### src/rtl/alu8_pkg.sv
package alu8_pkg;

   typedef enum logic [2:0] {
      OP_ADD = 3'd0,
      OP_ADC = 3'd1,
      OP_SUB = 3'd2,
      OP_SBC = 3'd3,
      OP_AND = 3'd4,
      OP_OR  = 3'd5,
      OP_XOR = 3'd6,
      OP_CMP = 3'd7
   } alu_op_e;

   typedef struct packed {
      logic ovf;
      logic sign;
      logic zero;
      logic half;
      logic parity;
      logic carry;
   } alu_flags_t;

   localparam int FLAG_COUNT = 6;

   function automatic logic op_is_logic(alu_op_e op);
      return (op == OP_AND) || (op == OP_OR) || (op == OP_XOR);
   endfunction

   function automatic logic op_is_subtract(alu_op_e op);
      return (op == OP_SUB) || (op == OP_SBC) || (op == OP_CMP);
   endfunction

   function automatic logic op_uses_carry(alu_op_e op);
      return (op == OP_ADC) || (op == OP_SBC);
   endfunction

endpackage

### src/rtl/alu8_addsub.sv
module alu8_addsub #(
   parameter int WIDTH    = 8,
   parameter int AUX_BITS = 4
) (
   input  logic [WIDTH-1:0] a,
   input  logic [WIDTH-1:0] b,
   input  logic             cin,
   input  logic             subtract,
   output logic [WIDTH-1:0] sum,
   output logic             carry_flag,
   output logic             half_flag,
   output logic             ovf_flag
);
   localparam int MSB = WIDTH - 1;

   logic [WIDTH-1:0]  b_eff;
   logic              c0;
   logic [WIDTH:0]    full_sum;
   logic [AUX_BITS:0] low_sum;

   // subtraction as a + ~b + ~borrow, then carry-out inverted into a borrow
   always_comb begin
      b_eff    = subtract ? ~b : b;
      c0       = subtract ? ~cin : cin;
      full_sum = {1'b0, a} + {1'b0, b_eff} + {{WIDTH{1'b0}}, c0};
      low_sum  = {1'b0, a[AUX_BITS-1:0]} + {1'b0, b_eff[AUX_BITS-1:0]}
               + {{AUX_BITS{1'b0}}, c0};
      sum        = full_sum[WIDTH-1:0];
      carry_flag = full_sum[WIDTH] ^ subtract;
      half_flag  = low_sum[AUX_BITS] ^ subtract;
   end

   // signed overflow: operand sign pattern versus result sign
   generate
      if (WIDTH > 1) begin : g_ovf
         always_comb begin
            if (subtract)
               ovf_flag = (a[MSB] != b[MSB]) && (sum[MSB] != a[MSB]);
            else
               ovf_flag = (a[MSB] == b[MSB]) && (sum[MSB] != a[MSB]);
         end
      end else begin : g_ovf_bit
         assign ovf_flag = 1'b0;
      end
   endgenerate

endmodule

### src/rtl/alu8_logic_unit.sv
module alu8_logic_unit #(
   parameter int WIDTH = 8
) (
   input  logic [WIDTH-1:0] a,
   input  logic [WIDTH-1:0] b,
   input  logic [1:0]       func,
   output logic [WIDTH-1:0] res
);
   // func: 0 AND, 1 OR, 2 XOR, 3 unused (AND)
   always_comb begin
      unique case (func)
         2'd1:    res = a | b;
         2'd2:    res = a ^ b;
         default: res = a & b;
      endcase
   end

endmodule

### src/rtl/alu8_flag_gen.sv
module alu8_flag_gen #(
   parameter int WIDTH = 8
) (
   input  logic [WIDTH-1:0] value,
   output logic             zero,
   output logic             sign,
   output logic             parity_even
);
   logic [WIDTH-1:0] xor_chain;

   // ripple XOR chain built bit by bit
   generate
      for (genvar i = 0; i < WIDTH; i++) begin : g_par
         if (i == 0) begin : g_first
            assign xor_chain[i] = value[i];
         end else begin : g_next
            assign xor_chain[i] = xor_chain[i-1] ^ value[i];
         end
      end
   endgenerate

   assign parity_even = ~xor_chain[WIDTH-1];
   assign zero        = (value == '0);
   assign sign        = value[WIDTH-1];

endmodule

### src/rtl/alu8_status_unit.sv
module alu8_status_unit
   import alu8_pkg::*;
#(
   parameter int WIDTH     = 8,
   parameter int AUX_BITS  = 4,
   parameter bit REG_FLAGS = 1'b1
) (
   input  logic                  clk,
   input  logic                  rst_n,
   input  logic [WIDTH-1:0]      op_a,
   input  logic [WIDTH-1:0]      op_b,
   input  logic                  carry_in,
   input  logic [2:0]            op_sel,
   output logic [WIDTH-1:0]      result,
   output logic                  result_we,
   output logic [FLAG_COUNT-1:0] flags,
   input  logic                  flags_we,
   output logic [FLAG_COUNT-1:0] flags_q
);
   localparam int MSB = WIDTH - 1;

   // elaboration-time parameter checks
   generate
      if (WIDTH < 2) begin : g_chk_width
         $error("WIDTH must be at least 2");
      end
      if (AUX_BITS < 1 || AUX_BITS >= WIDTH) begin : g_chk_aux
         $error("AUX_BITS must lie in 1..WIDTH-1");
      end
   endgenerate

   alu_op_e    op;
   logic       is_logic, is_sub, cin_eff;
   logic [WIDTH-1:0] arith_sum, logic_res;
   logic       arith_carry, arith_half, arith_ovf;
   logic       f_zero, f_sign, f_par;
   alu_flags_t flag_s;

   assign op       = alu_op_e'(op_sel);
   assign is_logic = op_is_logic(op);
   assign is_sub   = op_is_subtract(op);
   assign cin_eff  = op_uses_carry(op) & carry_in;

   alu8_addsub #(.WIDTH(WIDTH), .AUX_BITS(AUX_BITS)) u_addsub (
      .a          (op_a),
      .b          (op_b),
      .cin        (cin_eff),
      .subtract   (is_sub),
      .sum        (arith_sum),
      .carry_flag (arith_carry),
      .half_flag  (arith_half),
      .ovf_flag   (arith_ovf)
   );

   alu8_logic_unit #(.WIDTH(WIDTH)) u_logic (
      .a    (op_a),
      .b    (op_b),
      .func (op_sel[1:0]),
      .res  (logic_res)
   );

   assign result    = is_logic ? logic_res : arith_sum;
   assign result_we = (op != OP_CMP);

   alu8_flag_gen #(.WIDTH(WIDTH)) u_flag_gen (
      .value       (result),
      .zero        (f_zero),
      .sign        (f_sign),
      .parity_even (f_par)
   );

   always_comb begin
      flag_s.carry  = is_logic ? 1'b0 : arith_carry;
      flag_s.half   = is_logic ? 1'b0 : arith_half;
      flag_s.ovf    = is_logic ? 1'b0 : arith_ovf;
      flag_s.zero   = f_zero;
      flag_s.sign   = f_sign;
      flag_s.parity = f_par;
   end

   assign flags = flag_s;

   // optional flags register
   generate
      if (REG_FLAGS) begin : g_flag_reg
         logic [FLAG_COUNT-1:0] flags_r;

         always_ff @(posedge clk or negedge rst_n) begin
            if (!rst_n)
               flags_r <= '0;
            else if (flags_we)
               flags_r <= flags;
         end

         assign flags_q = flags_r;

         assert_flag_load_R10: assert property (@(posedge clk) disable iff (!rst_n)
            flags_we |=> (flags_q == $past(flags)))
            else $error("flags register missed a load");

         assert_flag_hold_R10: assert property (@(posedge clk) disable iff (!rst_n)
            !flags_we |=> $stable(flags_q))
            else $error("flags register changed without enable");
      end else begin : g_flag_wire
         assign flags_q = flags;
      end
   endgenerate

   assert_add_carry_R1: assert property (@(posedge clk) disable iff (!rst_n)
      (op_sel == 3'd0) |-> (flags[0] == (result < op_a)))
      else $error("add carry disagrees with wraparound");

   assert_sub_borrow_R2: assert property (@(posedge clk) disable iff (!rst_n)
      (op_sel == 3'd2) |-> (flags[0] == (op_b > op_a)))
      else $error("subtract borrow disagrees with magnitude");

   assert_logic_quiet_R8: assert property (@(posedge clk) disable iff (!rst_n)
      (op_sel >= 3'd4 && op_sel <= 3'd6) |-> (flags[0] == 1'b0 && flags[5] == 1'b0 && flags[2] == 1'b0))
      else $error("logic op left an arithmetic flag set");

   assert_cmp_no_write_R9: assert property (@(posedge clk) disable iff (!rst_n)
      (op_sel == 3'd7) |-> !result_we)
      else $error("compare raised the write strobe");

   assert_sign_bit_R6: assert property (@(posedge clk) disable iff (!rst_n)
      flags[4] == result[MSB])
      else $error("sign flag does not follow result MSB");

endmodule

### config.mk
export PLATFORM = sky130hd
export DESIGN_NAME = alu8_status_unit
export DESIGN_NICKNAME = d
export VERILOG_FILES = /design/src/rtl/alu8_pkg.sv /design/src/rtl/alu8_addsub.sv /design/src/rtl/alu8_logic_unit.sv /design/src/rtl/alu8_flag_gen.sv /design/src/rtl/alu8_status_unit.sv
export SDC_FILE = /design/constraint.sdc
export NUM_CORES = 1
export LEC_CHECK = 0
export ABC_CLOCK_PERIOD_IN_PS = 4910
export CAP_MARGIN = 30
export CORE_ASPECT_RATIO = 0.8
export CORE_MARGIN = 2
export CORE_UTILIZATION = 43
export CTS_CLUSTER_SIZE = 8
export DETAILED_ROUTE_END_ITERATION = 16
export PLACE_DENSITY = 0.77
export SYNTH_ARGS = -nofsm -noshare
export SYNTH_HDL_FRONTEND = slang
export SYNTH_SLANG_ARGS = --single-unit
### constraint.sdc
create_clock -name clk -period 4.91 [get_ports clk]
set_clock_uncertainty 0.1 [all_clocks]
set_input_delay 0.982 -clock clk [delete_from_list [all_inputs] [get_ports clk]]
set_output_delay 0.982 -clock clk [all_outputs]
set_load 0.1 [all_outputs]
==> flow_summary.html <==
<table>
<tr><th>Metric</th><th>Value</th></tr>
<tr><th colspan="2">Placement</th></tr>
<tr><td>Cell area after placement</td><td>between 2000 and 2500 µm²</td></tr>
<tr><td>Worst slack at placement</td><td>-729 ps</td></tr>
<tr><td>HPWL after detailed placement</td><td>about 3500 µm</td></tr>
<tr><td>GPL Wtd Cong</td><td>between 0.8 and 0.9</td></tr>
<tr><td>Cell count after placement</td><td>295</td></tr>
<tr><td>Buffers added on ports</td><td>43</td></tr>
<tr><th colspan="2">Critical path</th></tr>
<tr><td>Setup Crit Path Kind</td><td>input pin to primary output</td></tr>
<tr><td>Startpoint type of the worst setup path</td><td>input pin</td></tr>
<tr><td>Nature of the critical path endpoint</td><td>primary output</td></tr>
<tr><td>R2R Path End</td><td>flags_q[3]</td></tr>
<tr><td>Worst endpoint data arrival time</td><td>4090 ps</td></tr>
<tr><td>Reg-to-reg startpoint</td><td>flags_q[3]</td></tr>
<tr><td>Flop-to-flop setup slack</td><td>between 4000 and 5000 ps</td></tr>
<tr><td>Reg2reg path depth</td><td>1</td></tr>
<tr><td>CP max FO</td><td>6</td></tr>
<tr><td>Crit path from</td><td>op_sel[0]</td></tr>
<tr><td>Worst setup path end</td><td>flags[1]</td></tr>
<tr><td>Endpoint required time on the critical path</td><td>3830 ps</td></tr>
<tr><th colspan="2">Global route</th></tr>
<tr><td>Largest net degree at the start of global routing</td><td>10</td></tr>
<tr><td>Global-route wire length before repair</td><td>roughly 7600 µm</td></tr>
<tr><td>Global-route congestion overflow total</td><td>0</td></tr>
<tr><td>Via count of the first global-routing pass</td><td>roughly 1600</td></tr>
<tr><td>Global-route total usage across every layer</td><td>0.242</td></tr>
<tr><td>Number of antenna violations at the first check in global routing</td><td>0</td></tr>
<tr><th colspan="2">Timing</th></tr>
<tr><td># setup viols final</td><td>3</td></tr>
<tr><td>Final Slew Violations</td><td>0</td></tr>
<tr><td>Final Critical Period</td><td>slightly above 5000 ps</td></tr>
<tr><td>Number of failing hold endpoints at the final stage</td><td>0</td></tr>
<tr><td>Fin crit share</td><td>1.05</td></tr>
<tr><td>Setup ws final</td><td>-265 ps</td></tr>
<tr><td>Transition time at the pin with the least slew margin</td><td>approximately 1000 ps</td></tr>
<tr><td>F_max</td><td>0.193 GHz</td></tr>
<tr><td>Final worst hold slack</td><td>402 ps</td></tr>
<tr><td>Worst slew margin relative to its limit</td><td>0.332</td></tr>
<tr><td>RSZ-0062 raised after global routing</td><td>true</td></tr>
<tr><th colspan="2">Final layout</th></tr>
<tr><td>Most common cell after layout, fill and taps aside</td><td>buf_4</td></tr>
<tr><td>Final instance area</td><td>~2600 µm²</td></tr>
<tr><td>Total number of nets in the final design</td><td>about 320</td></tr>
<tr><td>Layout Cells excl Fill</td><td>304</td></tr>
<tr><td>Highest-count cells in the layout ignoring fill and taps</td><td>buf_4, ha_1, inv_1, clkdlybuf4s50_1, nor2_1</td></tr>
<tr><td>Largest register FFs</td><td>6</td></tr>
<tr><td>Area Growth Syn to Fin</td><td>79.7%</td></tr>
<tr><td>Share of post-route cells with drive strength above 1</td><td>0.405</td></tr>
<tr><td>Fillers</td><td>~180</td></tr>
<tr><td>Number of diodes added for antenna fixing</td><td>0</td></tr>
<tr><th colspan="2">Power</th></tr>
<tr><td>Maximum resistive drop on vdd</td><td>about 0.00060 V</td></tr>
<tr><td>Net switching power</td><td>755 µW</td></tr>
<tr><td>Static leakage power</td><td>~1.2 nW</td></tr>
<tr><td>Final total power</td><td>between 1 and 1.5 mW</td></tr>
<tr><td>Sequential share of power</td><td>0.055</td></tr>
<tr><td>Clock share of power</td><td>0.056</td></tr>
<tr><td>P per Cell Area</td><td>between 500 and 600 nW/µm²</td></tr>
<tr><td>Internal portion of total power</td><td>roughly 560 µW</td></tr>
<tr><td>Power share of the combinational group</td><td>0.889</td></tr>
<tr><td>Share of total power consumed by net switching</td><td>0.574</td></tr>
<tr><th colspan="2">Yosys</th></tr>
<tr><td>Synthesized area</td><td>~1500 µm²</td></tr>
<tr><td>Post-synthesis average cell area</td><td>approximately 7.8 µm²</td></tr>
<tr><td>Synthesized netlist cell count</td><td>between 150 and 200</td></tr>
<tr><td>Most common flop cell mapped by yosys</td><td>dfrtp_1</td></tr>
<tr><td>Main area contributors after synthesis</td><td>ha_1, dfrtp_1, xnor2_1, inv_1, nor2_1</td></tr>
<tr><td>Area share of the largest cell type after synthesis</td><td>0.240</td></tr>
<tr><td>Top cell type by total area after synthesis</td><td>ha_1</td></tr>
<tr><td>Post-synthesis sequential area ratio</td><td>0.103</td></tr>
<tr><td>Post-synthesis register bit count</td><td>6</td></tr>
<tr><td>Syn Nets</td><td>about 240</td></tr>
<tr><td>Number of flops mapped to enable cells by yosys</td><td>0</td></tr>
<tr><td>Ys async rst share</td><td>1.00</td></tr>
<tr><td>Warning count from the yosys run</td><td>0</td></tr>
<tr><td>Number of distinct library cell variants in the gate-level netlist after synthesis</td><td>36</td></tr>
<tr><th colspan="2">Min path</th></tr>
<tr><td>Hold Path Class</td><td>flip-flop to flip-flop</td></tr>
<tr><td>Launch point of the worst hold path</td><td>flags_q[4]</td></tr>
<tr><th colspan="2">Clocking</th></tr>
<tr><td>Clock Root Buffer</td><td>clkbuf_8</td></tr>
<tr><td>Cts bufs inserted</td><td>3</td></tr>
<tr><td>CTS tree</td><td>done</td></tr>
<tr><td>Clock insertion delay at the later pin of the skew report</td><td>220 ps</td></tr>
<tr><td>H-tree Lvls</td><td>1</td></tr>
<tr><td>Largest buffer count on any clock path</td><td>2</td></tr>
<tr><td>Clock sink count</td><td>6</td></tr>
<tr><td>Clock transition time at the flip-flop clock pins of the worst setup and hold paths</td><td>approximately 40 ps</td></tr>
<tr><th colspan="2">Route</th></tr>
<tr><td>Total routed wirelength</td><td>approximately 4900 µm</td></tr>
<tr><td>Total number of vias</td><td>1570</td></tr>
<tr><td>Remaining antenna violation count after routing</td><td>0</td></tr>
<tr><td>WL/cell</td><td>approximately 16 µm</td></tr>
<tr><td>Detailed-route DRC error count</td><td>0</td></tr>
<tr><td>Iteration-0 DRC Markers</td><td>just under 70</td></tr>
<tr><td>Number of iterations in the first detailed-routing pass</td><td>4</td></tr>
<tr><td>Drt via density</td><td>between 5 and 6</td></tr>
<tr><th colspan="2">Die</th></tr>
<tr><td>Area of the core</td><td>roughly 3200 µm²</td></tr>
<tr><td>Die span in x</td><td>roughly 69 µm</td></tr>
<tr><td>Placement row count</td><td>18</td></tr>
<tr><td>Die height</td><td>roughly 56 µm</td></tr>
<tr><td>Count of boundary I/O pins</td><td>44</td></tr>
<tr><td>Initial core utilization</td><td>0.463</td></tr>
<tr><td>Area of the die</td><td>3880 µm²</td></tr>
<tr><th colspan="2">Run status</th></tr>
<tr><td>Violated checks</td><td>setup timing</td></tr>
<tr><td>Outcome</td><td>finished, violations left</td></tr>
<tr><th colspan="2">Job</th></tr>
<tr><td>Count of maximum capacitance violations</td><td>0</td></tr>
</table>
==> Yosys cell counts (2+ instances only) <==
master     n
inv_1     29
ha_1      28
nor2_1    19
xnor2_1   17
nand2_1   13
a21oi_1    8
dfrtp_1    6
nand2b_1   6
a31oi_1    5
buf_2      5
mux2_2     5
nand3_1    5
buf_4      4
nor3_1     4
o21ai_0    4
a21oi_2    3
a22oi_1    3
xor2_1     3
fa_1       2
o21a_1     2
o21ai_1    2
==> stage by stage <==
step | utilization | setup TNS, ps
detailed placement | 0.759 | -3410
floorplan | - | -1010
global route | 0.832 | -838
finish | 0.832 | -510
CTS | 0.804 | -729
global placement | 0.759 | -2630
==> final cells by class <==
type | count | area, µm² | share of cell area
flip-flops and latches | 6 | 150 | 0.0572
clock buffers | 3 | 41.3 | 0.0157
multi-input cells | 142 | 1360 | 0.520
inverters | 29 | 121 | 0.0463
well taps | 40 | 50.0 | 0.0191
repair buffers | 84 | 897 | 0.342
==> worst max-delay path: stages <==
cell	delay (ps)
buf_6	80
buf_8	120
inv_12	30
ha_4	170
a21oi_4	220
xnor2_4	100
fa_2	420
inv_2	80
fa_2	430
nand2_2	80
nand2_2	70
inv_2	70
ha_4	200
xor2_2	170
xnor2_1	180
xnor2_1	150
xor3_1	280
inv_2	80
buf_12	170
==> logic make-up after synthesis <==
logic type,share of synthesized area
xor+xnor,0.136
simple gates,0.163
buf+inv,0.117
compound gates,0.175
mux,0.0386
flops,0.103
fa+ha+maj,0.267
==> what timing repair did <==
action / in CTS / in global routing
hold buffers: 0 / 0
setup endpoints to repair: 10 / 5
pin swaps: 14 / 15
gates resized for setup: 29 / 12
setup buffers: 4 / 2
==> per-layer routing <==
layer	vias up	global-route usage	part of all wire
met1	760	0.296	0.46
li1	771	-	-
met4	0	0.0476	0.0068
met2	35	0.445	0.51
met3	4	0.0399	0.027
met5	-	0	0
==> power by group through the flow <==
| stage | Combinational [mW] | Sequential [mW] | Clock (mW) |
|---|---|---|---|
| 2_1_floorplan | 0.713 | 0.174 | 0 |
| 3_3_place_gp | 1.08 | 0.0708 | 0 |
| 3_5_place_dp | 1.10 | 0.0733 | 0 |
| 4_1_cts | 1.14 | 0.0723 | 0.0768 |
| 5_1_grt | 1.21 | 0.0724 | 0.0788 |
| 6_report | 1.17 | 0.0718 | 0.0739 |
==> worst min path at each step <==
stage	slack [ps]	end	cells past startpoint
after CTS	410	flags_q[0]	1
after detailed placement	400	flags_q[0]	1
after global routing	420	flags_q[4]	1
after floorplan	590	flags_q[0]	0
final	400	flags_q[4]	1
after global placement	390	flags_q[4]	1
No activity file was read; power rests on OpenSTA's default activity.
